==> config.mk <==
export PLATFORM = sky130hd
export DESIGN_NAME = dbg_port_ctrl
export DESIGN_NICKNAME = d
export VERILOG_FILES = /design/src/rtl/dbg_pkg.sv /design/src/rtl/dbg_addr_decode.sv /design/src/rtl/dbg_halt_ctrl.sv /design/src/rtl/dbg_cmd_seq.sv /design/src/rtl/dbg_port_ctrl.sv
export SDC_FILE = /design/constraint.sdc
export NUM_CORES = 1
export LEC_CHECK = 0
export ABC_AREA = 1
export BUFFER_PORTS_ARGS = -buffer_cell sky130_fd_sc_hd__buf_2
export CAP_MARGIN = 15
export CORE_ASPECT_RATIO = 1.5
export CORE_MARGIN = 2
export CORE_UTILIZATION = 52
export CTS_CLUSTER_SIZE = 20
export DETAILED_ROUTE_END_ITERATION = 10
export MAX_ROUTING_LAYER = met4
export PLACE_DENSITY = 0.93
export RECOVER_POWER = 50
export SYNTH_ARGS = -nofsm -noshare
export SYNTH_HDL_FRONTEND = slang
export SYNTH_SLANG_ARGS = --single-unit
==> constraint.sdc <==
create_clock -name clk_i -period 3.17 [get_ports clk_i]
set_input_delay 0.4755 -clock clk_i [delete_from_list [all_inputs] [get_ports clk_i]]
set_output_delay 0.4755 -clock clk_i [all_outputs]
set_load 0.02 [all_outputs]
==> src/rtl/dbg_pkg.sv <==
package dbg_pkg;
    typedef enum logic [1:0] {
        TGT_GPR  = 2'd0,
        TGT_DREG = 2'd1,
        TGT_CSR  = 2'd2
    } tgt_e;

    typedef enum logic [1:0] {
        DSEL_NONE = 2'd0,
        DSEL_STEP = 2'd1,
        DSEL_TRAP = 2'd2
    } dsel_e;

    typedef enum logic [1:0] {
        CS_IDLE  = 2'd0,
        CS_HOLD  = 2'd1,
        CS_ISSUE = 2'd2,
        CS_ACK   = 2'd3
    } cstate_e;
endpackage

==> src/rtl/dbg_addr_decode.sv <==
module dbg_addr_decode
    import dbg_pkg::*;
#(
    parameter int ADDR_W = 16,
    parameter int GRP_W = 5,
    parameter int IDX_W = 5,
    parameter logic [GRP_W-1:0] GPR_GRP = 5'b00001,
    parameter logic [GRP_W-1:0] DREG_GRP = 5'b00110,
    parameter logic [ADDR_W-GRP_W-1:0] STEP_OFS = 11'h010,
    parameter logic [ADDR_W-GRP_W-1:0] TRAP_OFS = 11'h014
) (
    input  logic [ADDR_W-1:0] addr_i,
    output tgt_e              tgt_o,
    output dsel_e             dsel_o
);
    localparam int OFS_W = ADDR_W - GRP_W;

    logic [GRP_W-1:0] grp;
    logic [OFS_W-1:0] ofs;

    assign grp = addr_i[ADDR_W-1 -: GRP_W];
    assign ofs = addr_i[OFS_W-1:0];

    always_comb begin
        tgt_o  = TGT_CSR;
        dsel_o = DSEL_NONE;
        if (grp == GPR_GRP && ofs[OFS_W-1:IDX_W] == '0) begin
            tgt_o = TGT_GPR;
        end else if (grp == DREG_GRP) begin
            tgt_o = TGT_DREG;
            if (ofs == STEP_OFS) dsel_o = DSEL_STEP;
            else if (ofs == TRAP_OFS) dsel_o = DSEL_TRAP;
        end
    end

    always_comb begin
        assert_tgt_valid_R2: assert (tgt_o != 2'd3);
    end
endmodule

==> src/rtl/dbg_halt_ctrl.sv <==
module dbg_halt_ctrl (
    input  logic clk_i,
    input  logic rst_ni,
    input  logic stall_i,
    input  logic brk_i,
    input  logic retire_i,
    input  logic illegal_i,
    input  logic irq_i,
    input  logic step_en_i,
    input  logic trap_irq_i,
    input  logic trap_ill_i,
    output logic halted_o,
    output logic bp_hit_o
);
    typedef struct packed {
        logic halted;
        logic bp;
        logic stall_prev;
    } hstate_t;

    hstate_t q, d;
    logic halt_cause;

    always_comb begin
        d = q;
        d.stall_prev = stall_i;
        halt_cause = brk_i | stall_i | (step_en_i & retire_i)
                   | (trap_ill_i & illegal_i) | (trap_irq_i & irq_i);
        if (!q.halted) begin
            if (halt_cause) d.halted = 1'b1;
            if (brk_i) d.bp = 1'b1;
        end else if (q.stall_prev && !stall_i) begin
            d.halted = 1'b0;
            d.bp     = 1'b0;
        end
    end

    always_ff @(posedge clk_i or negedge rst_ni) begin
        if (!rst_ni) q <= '0;
        else         q <= d;
    end

    assign halted_o = q.halted;
    assign bp_hit_o = q.bp;

    assert_brk_halts_R6: assert property (@(posedge clk_i) disable iff (!rst_ni)
        (!halted_o && brk_i) |=> (halted_o && bp_hit_o));
    assert_bp_only_halted_R6: assert property (@(posedge clk_i) disable iff (!rst_ni)
        bp_hit_o |-> halted_o);
    assert_stall_halts_R7: assert property (@(posedge clk_i) disable iff (!rst_ni)
        stall_i |=> halted_o);
    assert_step_halts_R8: assert property (@(posedge clk_i) disable iff (!rst_ni)
        (!halted_o && step_en_i && retire_i) |=> halted_o);
    assert_ill_trap_R9: assert property (@(posedge clk_i) disable iff (!rst_ni)
        (!halted_o && trap_ill_i && illegal_i) |=> halted_o);
    assert_no_new_bp_R10: assert property (@(posedge clk_i) disable iff (!rst_ni)
        (halted_o && !bp_hit_o) |=> !bp_hit_o);
endmodule

==> src/rtl/dbg_cmd_seq.sv <==
module dbg_cmd_seq
    import dbg_pkg::*;
#(
    parameter int ADDR_W = 16,
    parameter int DATA_W = 32,
    parameter int STEP_BIT = 22,
    parameter int IRQ_BIT = 7,
    parameter int ILL_BIT = 6
) (
    input  logic              clk_i,
    input  logic              rst_ni,
    input  logic              req_i,
    input  logic              we_i,
    input  logic [ADDR_W-1:0] addr_i,
    input  logic [DATA_W-1:0] wdata_i,
    input  tgt_e              tgt_i,
    input  dsel_e             dsel_i,
    input  logic              halted_i,
    output logic              ack_o,
    output logic [DATA_W-1:0] rdata_o,
    output logic              tgt_we_o,
    output logic [ADDR_W-1:0] tgt_addr_o,
    output logic [DATA_W-1:0] tgt_wdata_o,
    output logic              gpr_req_o,
    input  logic              gpr_done_i,
    input  logic [DATA_W-1:0] gpr_rdata_i,
    output logic              csr_req_o,
    input  logic              csr_done_i,
    input  logic [DATA_W-1:0] csr_rdata_i,
    output logic              step_en_o,
    output logic              trap_irq_o,
    output logic              trap_ill_o
);
    typedef struct packed {
        cstate_e           st;
        tgt_e              tgt;
        logic              we;
        logic [ADDR_W-1:0] addr;
        logic [DATA_W-1:0] wdata;
        logic [DATA_W-1:0] rdata;
        logic              step;
        logic              tirq;
        logic              till;
    } cstate_t;

    cstate_t q, d;
    logic [DATA_W-1:0] step_rd, trap_rd;
    logic              done;

    always_comb begin
        step_rd = '0;
        step_rd[STEP_BIT] = q.step;
        trap_rd = '0;
        trap_rd[IRQ_BIT] = q.tirq;
        trap_rd[ILL_BIT] = q.till;
        done = (q.tgt == TGT_GPR) ? gpr_done_i : csr_done_i;

        d = q;
        unique case (q.st)
            CS_IDLE: begin
                if (req_i) begin
                    d.we    = we_i;
                    d.addr  = addr_i;
                    d.wdata = wdata_i;
                    d.tgt   = tgt_i;
                    if (tgt_i == TGT_DREG) begin
                        d.st    = CS_ACK;
                        d.rdata = '0;
                        if (dsel_i == DSEL_STEP) begin
                            d.rdata = step_rd;
                            if (we_i) d.step = wdata_i[STEP_BIT];
                        end else if (dsel_i == DSEL_TRAP) begin
                            d.rdata = trap_rd;
                            if (we_i) begin
                                d.tirq = wdata_i[IRQ_BIT];
                                d.till = wdata_i[ILL_BIT];
                            end
                        end
                    end else begin
                        d.st = halted_i ? CS_ISSUE : CS_HOLD;
                    end
                end
            end
            CS_HOLD: begin
                if (halted_i) d.st = CS_ISSUE;
            end
            CS_ISSUE: begin
                if (done) begin
                    d.rdata = (q.tgt == TGT_GPR) ? gpr_rdata_i : csr_rdata_i;
                    d.st    = CS_ACK;
                end
            end
            default: d.st = CS_IDLE;
        endcase
    end

    always_ff @(posedge clk_i or negedge rst_ni) begin
        if (!rst_ni) begin
            q <= '0;
        end else begin
            q <= d;
        end
    end

    assign ack_o       = (q.st == CS_ACK);
    assign rdata_o     = q.rdata;
    assign tgt_we_o    = q.we;
    assign tgt_addr_o  = q.addr;
    assign tgt_wdata_o = q.wdata;
    assign gpr_req_o   = (q.st == CS_ISSUE) && (q.tgt == TGT_GPR);
    assign csr_req_o   = (q.st == CS_ISSUE) && (q.tgt == TGT_CSR);
    assign step_en_o   = q.step;
    assign trap_irq_o  = q.tirq;
    assign trap_ill_o  = q.till;

    assert_ack_pulse_R4: assert property (@(posedge clk_i) disable iff (!rst_ni)
        ack_o |=> !ack_o);
    assert_req_only_halted_R5: assert property (@(posedge clk_i) disable iff (!rst_ni)
        (gpr_req_o || csr_req_o) |-> halted_i);
    assert_req_held_R5: assert property (@(posedge clk_i) disable iff (!rst_ni)
        (gpr_req_o && !gpr_done_i) |=> gpr_req_o);
    assert_single_action_R2: assert property (@(posedge clk_i) disable iff (!rst_ni)
        $onehot0({gpr_req_o, csr_req_o, ack_o}));
    assert_done_acks_R5: assert property (@(posedge clk_i) disable iff (!rst_ni)
        (csr_req_o && csr_done_i) |=> ack_o);
endmodule

==> src/rtl/dbg_port_ctrl.sv <==
module dbg_port_ctrl
    import dbg_pkg::*;
#(
    parameter int ADDR_W = 16,
    parameter int DATA_W = 32,
    parameter int GRP_W = 5,
    parameter int IDX_W = 5,
    parameter int STEP_BIT = 22,
    parameter int IRQ_BIT = 7,
    parameter int ILL_BIT = 6
) (
    input  logic              clk_i,
    input  logic              rst_ni,
    input  logic              cmd_req_i,
    input  logic              cmd_we_i,
    input  logic [ADDR_W-1:0] cmd_addr_i,
    input  logic [DATA_W-1:0] cmd_wdata_i,
    output logic [DATA_W-1:0] cmd_rdata_o,
    output logic              cmd_ack_o,
    input  logic              stall_i,
    output logic              bp_hit_o,
    output logic              halted_o,
    input  logic              brk_i,
    input  logic              retire_i,
    input  logic              illegal_i,
    input  logic              irq_i,
    output logic              tgt_we_o,
    output logic [ADDR_W-1:0] tgt_addr_o,
    output logic [DATA_W-1:0] tgt_wdata_o,
    output logic              gpr_req_o,
    input  logic              gpr_done_i,
    input  logic [DATA_W-1:0] gpr_rdata_i,
    output logic              csr_req_o,
    input  logic              csr_done_i,
    input  logic [DATA_W-1:0] csr_rdata_i
);
    tgt_e  tgt;
    dsel_e dsel;
    logic  step_en, trap_irq, trap_ill;

    dbg_addr_decode #(
        .ADDR_W(ADDR_W), .GRP_W(GRP_W), .IDX_W(IDX_W)
    ) u_decode (
        .addr_i (cmd_addr_i),
        .tgt_o  (tgt),
        .dsel_o (dsel)
    );

    dbg_cmd_seq #(
        .ADDR_W(ADDR_W), .DATA_W(DATA_W),
        .STEP_BIT(STEP_BIT), .IRQ_BIT(IRQ_BIT), .ILL_BIT(ILL_BIT)
    ) u_seq (
        .clk_i       (clk_i),
        .rst_ni      (rst_ni),
        .req_i       (cmd_req_i),
        .we_i        (cmd_we_i),
        .addr_i      (cmd_addr_i),
        .wdata_i     (cmd_wdata_i),
        .tgt_i       (tgt),
        .dsel_i      (dsel),
        .halted_i    (halted_o),
        .ack_o       (cmd_ack_o),
        .rdata_o     (cmd_rdata_o),
        .tgt_we_o    (tgt_we_o),
        .tgt_addr_o  (tgt_addr_o),
        .tgt_wdata_o (tgt_wdata_o),
        .gpr_req_o   (gpr_req_o),
        .gpr_done_i  (gpr_done_i),
        .gpr_rdata_i (gpr_rdata_i),
        .csr_req_o   (csr_req_o),
        .csr_done_i  (csr_done_i),
        .csr_rdata_i (csr_rdata_i),
        .step_en_o   (step_en),
        .trap_irq_o  (trap_irq),
        .trap_ill_o  (trap_ill)
    );

    dbg_halt_ctrl u_halt (
        .clk_i      (clk_i),
        .rst_ni     (rst_ni),
        .stall_i    (stall_i),
        .brk_i      (brk_i),
        .retire_i   (retire_i),
        .illegal_i  (illegal_i),
        .irq_i      (irq_i),
        .step_en_i  (step_en),
        .trap_irq_i (trap_irq),
        .trap_ill_i (trap_ill),
        .halted_o   (halted_o),
        .bp_hit_o   (bp_hit_o)
    );
endmodule

==> flow_metrics.py, run 1 <==
metrics = {
    "run_status": {
        "status": "complete, but fails checks",
        "violations": "max-capacitance violations, max-slew violations",
    },
    "min_path": {
        "hold_path_depth": 1,
        "hold_start": "stall_i",
        "whs_endpoint": "u_halt.q[0]",
        "hold_path.class": "in -> reg",
    },
    "timing": {
        "fmax_mhz": 426,
        "post-route-period-util": 0.740,
        "finalSetupViolations": 0,
        "period_minus_slack_ns": 2.35,
        "rsz0062_at_grt": "false",
        "tightestPinTransition_ns": 2.00,
        "hold_viol": 0,
        "fin_worst_skew_ns": 0.00747,
        "fin_tns_setup_ns": 0,
        "slew-limit-headroom": -0.333,
        "setup_ws_ns": 0.823,
        "finalMaxSlewViolations": 38,
    },
    "die": {
        "die_w_um": 83.2,
        "ios": 209,
        "rows": 43,
        "die_height_um": 123,
        "coreArea_um2": 9200,
        "initial_core_util": 0.531,
        "die_area_um2": 10200,
    },
    "finish": {
        "fin_area_um2": 5580,
        "layout.cells.non_filler": 835,
        "area_delta_synth_final_pct": 14.1,
        "final_cell_mix": "173 x nand2_1, 166 x buf_2, 91 x dfrtp_1, 80 x nor2_1, 48 x o21ai_0",
        "layout_commonest_cell": "nand2_1",
        "diodes": 0,
        "nNetsFinal": 845,
        "layout-drive-gt1-share": 0.314,
    },
    "logic_synthesis": {
        "synth_edf_count": 0,
        "syn-num-nets": 726,
        "yosysTopAreaCell": "dfrtp_1",
        "synthesis.area_um2": 4890,
        "async_reset_ff_frac": 1.00,
        "avgSynthCellArea_um2": 8.16,
        "synth_cells": 599,
        "ys.flop_type": "dfrtp_1",
        "netlist-cell-type-count": 31,
        "ys_ff_latch": 91,
        "synth_seq_area_share": 0.466,
        "ys.warnings.count": 0,
        "synth_top_area_share": 0.466,
        "yosys-top-cells-area": "dfrtp_1 47%, nand2_1 13%, buf_4 12%",
    },
    "worst_setup_path": {
        "path_cells": "inv_1 > ha_1 > inv_2 > buf_4 > nor3_1 > buf_2",
        "reg2reg_depth": 8,
        "crit_type": "reg -> out",
        "crit_family": "buffers and inverters",
        "path_buf_inv": 4,
        "rr_startpoint": "u_seq.q[87]",
        "crit_slowest_cell": "dfrtp_1",
        "end_kind": "output pin",
        "cp_max_fo": 33,
        "cp-start-kind": "flip-flop",
        "worstPathArrival_ns": 1.87,
        "rr_endpoint": "u_seq.rdata_o[12]",
        "worstPathRequired_ns": 2.69,
        "reg2reg_slack_ns": 0.98,
        "cpPeakStageDelay_ns": 0.40,
    },
    "clocking": {
        "insertion_delay_ns": 0.34,
        "postCtsSetupBuffers": 0,
        "hold_buffers": 0,
        "h-tree-depth": 3,
        "numCtsBuffers": 9,
        "cts-root-buf": "clkbuf_16",
        "clock_path_buffers": 2,
        "cts.sinks": 91,
        "ctsResizeCount": 0,
        "clk_pin_slew_worst_paths_ns": 0.06,
        "tritoncts": "done",
    },
    "route": {
        "vias": 4061,
        "wl_per_cell_um": 13.5,
        "drt-total-wl_um": 11200,
        "dr.pass1.iters": 4,
        "final_antenna_net_count": 0,
        "drt_iter0_drc": 188,
        "viasPerCell": 4.86,
        "drc": 0,
    },
    "global_route": {
        "grt_pass1_vias": 4042,
        "grt_overflow": 0,
        "antenna_found_initial": 0,
        "grt_max_degree": 67,
        "grt.total_usage": 0.233,
        "grt_pass1_wl_um": 18400,
    },
    "power": {
        "ir_worst_vdd_v": 0.000666,
        "p_per_area_nw_per_um2": 1020,
        "p_leak_nw": 3.04,
        "power_mw": 5.70,
    },
    "placement": {
        "placed_area_um2": 5370,
        "io_buffers": 208,
        "pre_cts_slack_ns": 0.970,
        "gp_congestion": 0.820,
        "placed_cells": 819,
        "hpwl_um": 8350,
    },
    "run": {
        "maxCapViolations": 1,
    },
}
==> state kept, by name, indices dropped and copies added, names as in the netlist <==
name	flops
u_seq.tgt_addr_o	16
u_halt.bp_hit_o	1
u_seq.q	4
u_seq.tgt_wdata_o	32
u_seq.tgt_we_o	1
u_seq.step_en_o	1
u_seq.trap_irq_o	1
u_halt.halted_o	1
u_halt.q	1
u_seq.trap_ill_o	1
u_seq.rdata_o	32
==> logic make-up (layout without fill, tap and decap cells) <==
logic type	after synthesis	after routing	share of synthesized area
and+or+nand+nor	274	274	0.225
buffers and inverters	140	264	0.180
DFF	91	91	0.466
AOI/OAI and AO/OA	90	90	0.119
adders and majority gates	4	4	0.0102
==> stage by stage <==
stage / util / hold WS, ns
after CTS: 0.613 / 0.0970
after global routing: 0.606 / 0.319
final: 0.606 / 0.310
after detailed placement: 0.583 / 0.460
after floorplan: - / 0.180
after global placement: 0.583 / 0.456
==> routing by layer <==
layer  wire, um  part of all wire  up-vias  track usage
met5          0                 0        -            -
met3        710             0.063       20       0.0377
met1       4490              0.40     1848        0.265
li1           -                 -     2032            -
met2       5820              0.52      161        0.410
met4        219             0.019        0       0.0943
==> worst max path at each step <==
stage | startpoint | to | slack, ns | cells after the start
after floorplan | u_seq.q[86] | csr_req_o | 1.20 | 5
after global placement | cmd_addr_i[14] | u_seq.rdata_o[6] | 1.04 | 7
after detailed placement | cmd_addr_i[14] | u_seq.rdata_o[29] | 0.97 | 7
after CTS | u_seq.q[86] | csr_req_o | 0.81 | 6
after global routing | rst_ni | u_seq.tgt_wdata_o[12] | 0.51 | 2
final | u_seq.q[86] | csr_req_o | 0.82 | 6
==> cell type report <==
cell class                 count  area (um2)
fill                         824        3620
sequential                    91        2280
multi-input combinational    368        1730
timing repair buffer         214        1030
clock buffer                  10         229
tap                          112         140
inverter                      34         128
clock inverter                 6        42.5
==> where the power goes <==
group | total (mW) | internal, mW | switching [mW] | leakage [nW]
registers | 1.95 | 1.67 | 0.283 | 1.16
clock network | 0.967 | 0.531 | 0.436 | 0.128
logic | 2.79 | 0.845 | 1.94 | 1.76
total | 5.70 | 3.04 | 2.66 | 3.04
==> synth_stat cells, types with 2 or more instances <==
| cell type | n |
|---|---|
| ha_1 | 4 |
| nand3_1 | 4 |
| inv_2 | 2 |
| o21bai_1 | 2 |
| buf_2 | 9 |
| nor3_1 | 3 |
| nand4_1 | 6 |
| dfrtp_1 | 91 |
| nor2_2 | 2 |
| clkbuf_1 | 10 |
| o22ai_1 | 2 |
| a21oi_1 | 3 |
| nor2_1 | 80 |
| nand2_1 | 174 |
| o21ai_1 | 2 |
| inv_1 | 31 |
| o21ai_2 | 29 |
| o21ai_0 | 48 |
| buf_4 | 80 |
| buf_6 | 6 |
Note: power is estimated with default switching activity, not from simulation.
==> inputs of run 2 (changes only) <==
--- a/config.mk
+++ b/config.mk
@@ -10,11 +10,11 @@
 export CAP_MARGIN = 15
 export CORE_ASPECT_RATIO = 1.5
 export CORE_MARGIN = 2
-export CORE_UTILIZATION = 52
+export CORE_UTILIZATION = 44
 export CTS_CLUSTER_SIZE = 20
 export DETAILED_ROUTE_END_ITERATION = 10
 export MAX_ROUTING_LAYER = met4
-export PLACE_DENSITY = 0.93
+export PLACE_DENSITY = 0.85
 export RECOVER_POWER = 50
 export SYNTH_ARGS = -nofsm -noshare
 export SYNTH_HDL_FRONTEND = slang
==> constraint.sdc (replaced) <==
create_clock -name clk_i -period 2.1 [get_ports clk_i]
set_input_delay 0.315 -clock clk_i [delete_from_list [all_inputs] [get_ports clk_i]]
set_output_delay 0.315 -clock clk_i [all_outputs]
set_load 0.02 [all_outputs]
==> run 2 against run 1 <==
The flow now finishes without violations. First-iteration DRC count rose by 29%. Sequential share of layout area shrank 0.93 points. Combinational power up 55%. Wire length up 1.8%. Final cell count is 4.7% higher. Highest routed layer unchanged.
==> flow_metrics.py, run 2 (same netlist as run 1, synthesis figures left out) <==
metrics = {
    "power": {
        "p_per_area_nw_per_um2": 1540,
        "p_leak_nw": 3.09,
        "ir_worst_vdd_v": 0.000742,
    },
    "placement": {
        "hpwl_um": 8660,
        "io_buffers": 208,
        "gp_congestion": 0.875,
    },
    "finish": {
        "fill_cells": 1107,
        "area_delta_synth_final_pct": 16.7,
        "multi_input_area_um2": 1730,
        "diodes": 0,
        "layout-drive-gt1-share": 0.318,
        "nNetsFinal": 851,
        "layout_commonest_cell": "nand2_1",
        "regArea_um2": 2280,
        "final_cell_mix": "173 x nand2_1, 167 x buf_2, 91 x dfrtp_1, 80 x nor2_1, 48 x o21ai_0",
    },
    "route": {
        "vias": 4016,
        "viasPerCell": 4.59,
        "final_antenna_net_count": 0,
        "drt-total-wl_um": 11500,
        "wl_per_cell_um": 13.1,
        "drc": 0,
        "dr.pass1.iters": 4,
        "drt_iter0_drc": 243,
    },
    "worst_setup_path": {
        "cp_max_fo": 13,
        "end_kind": "output pin",
        "worstPathArrival_ns": 1.71,
        "worstPathRequired_ns": 1.78,
        "cp-start-kind": "flip-flop",
        "rr_startpoint": "u_seq.q[86]",
        "crit_type": "reg -> out",
        "crit_start": "u_seq.q[86]",
    },
    "timing": {
        "period_minus_slack_ns": 2.03,
        "fin_tns_setup_ns": 0,
        "fin_hold_ws_ns": 0.166,
        "tightestPinTransition_ns": 0.754,
        "finalSetupViolations": 0,
        "fin_worst_skew_ns": 0.00665,
        "post-route-period-util": 0.966,
        "fmax_mhz": 493,
        "hold_viol": 0,
        "slew-limit-headroom": 0.497,
        "rsz0062_at_grt": "false",
        "finalMaxSlewViolations": 0,
    },
    "min_path": {
        "hold_start": "stall_i",
        "hold_path.class": "in -> reg",
    },
    "global_route": {
        "grt.total_usage": 0.195,
        "antenna_found_initial": 0,
        "grt_max_degree": 64,
        "grt_pass1_vias": 3828,
        "grt_overflow": 0,
        "grt_pass1_wl_um": 18400,
    },
    "die": {
        "ios": 209,
        "coreArea_um2": 10900,
        "rows": 47,
        "die_w_um": 90.1,
        "initial_core_util": 0.447,
        "die_area_um2": 12000,
        "die_height_um": 133,
    },
    "clocking": {
        "numCtsBuffers": 9,
        "h-tree-depth": 3,
        "clock_path_buffers": 2,
        "cts-root-buf": "clkbuf_16",
        "tritoncts": "done",
        "insertion_delay_ns": 0.33,
        "cts.sinks": 91,
        "clk_pin_slew_worst_paths_ns": 0.06,
    },
    "run": {
        "maxCapViolations": 0,
    },
    "run_status": {
        "status": "complete, no violations",
    },
}
run 2: cell count changes in the layout (fill, tap and decap cells not counted), sizes merged:
cell / delta
dlygate4sd3: +1
buf: +6
bufinv: +1
clkinv: -2
clkinvlp: -2
run 2: timing repair:
| action | in CTS | in global routing |
|---|---|---|
| setup buffers | 0 | 0 |
| hold endpoints to repair | 27 | 0 |
| setup endpoints to repair | 0 | 1 |
| resized for setup | 0 | 1 |
| hold buffers | 1 | 0 |
run 2: per-layer routing:
metal  part of all wire  global-route usage
met2               0.51               0.325
met4              0.028              0.0769
met3              0.045              0.0300
met1               0.42               0.240
met5                  0                   -
run 2: through the flow:
| stage | area [um2] | std cells | setup WS (ns) | power, mW | util |
|---|---|---|---|---|---|
| finish | 5710 | 874 | 0.0706 | 8.81 | 0.522 |
| global route | 5710 | 874 | 0.00790 | 9.52 | 0.522 |
| CTS | 5760 | 874 | 0.0303 | 8.99 | 0.527 |
| detailed placement | 5470 | 859 | 0.282 | 7.39 | 0.500 |
| global placement | 5470 | 859 | 0.368 | 7.26 | 0.500 |
| floorplan | 4890 | 599 | 0.295 | 7.06 | - |
run 2: cell type report:
cell class,count,area share
clock buffers,11,0.0425
flip-flops and latches,91,0.399
inverters,34,0.0224
clock inverters,3,0.00702
multi-input cells,368,0.304
repair buffers,220,0.193
well taps,147,0.0322
run 2: final timing paths:
check                      depth (start not counted)                    end  slack, ns
setup / recovery                                   5              csr_req_o       0.07
hold / removal                                     1            u_halt.q[0]       0.17
setup reg to reg                                  10      u_seq.rdata_o[22]       0.31
max in group asynchronous                          3   u_seq.tgt_wdata_o[4]       0.75
min in group asynchronous                          2  u_seq.tgt_wdata_o[19]       0.60
hold reg to reg                                    2  u_seq.tgt_wdata_o[12]       0.48
run 2: worst max-delay path, stage by stage (launching register included):
cell	delay, ns
dfrtp_1	0.40
inv_1	0.14
ha_2	0.24
inv_2	0.12
nor3_1	0.27
buf_2	0.22
run 2: power by group:
part / leakage, nW / switching (mW) / internal [mW]
registers: 1.16 / 0.415 / 2.52
logic: 1.79 / 2.95 / 1.36
clock network: 0.141 / 0.616 / 0.938
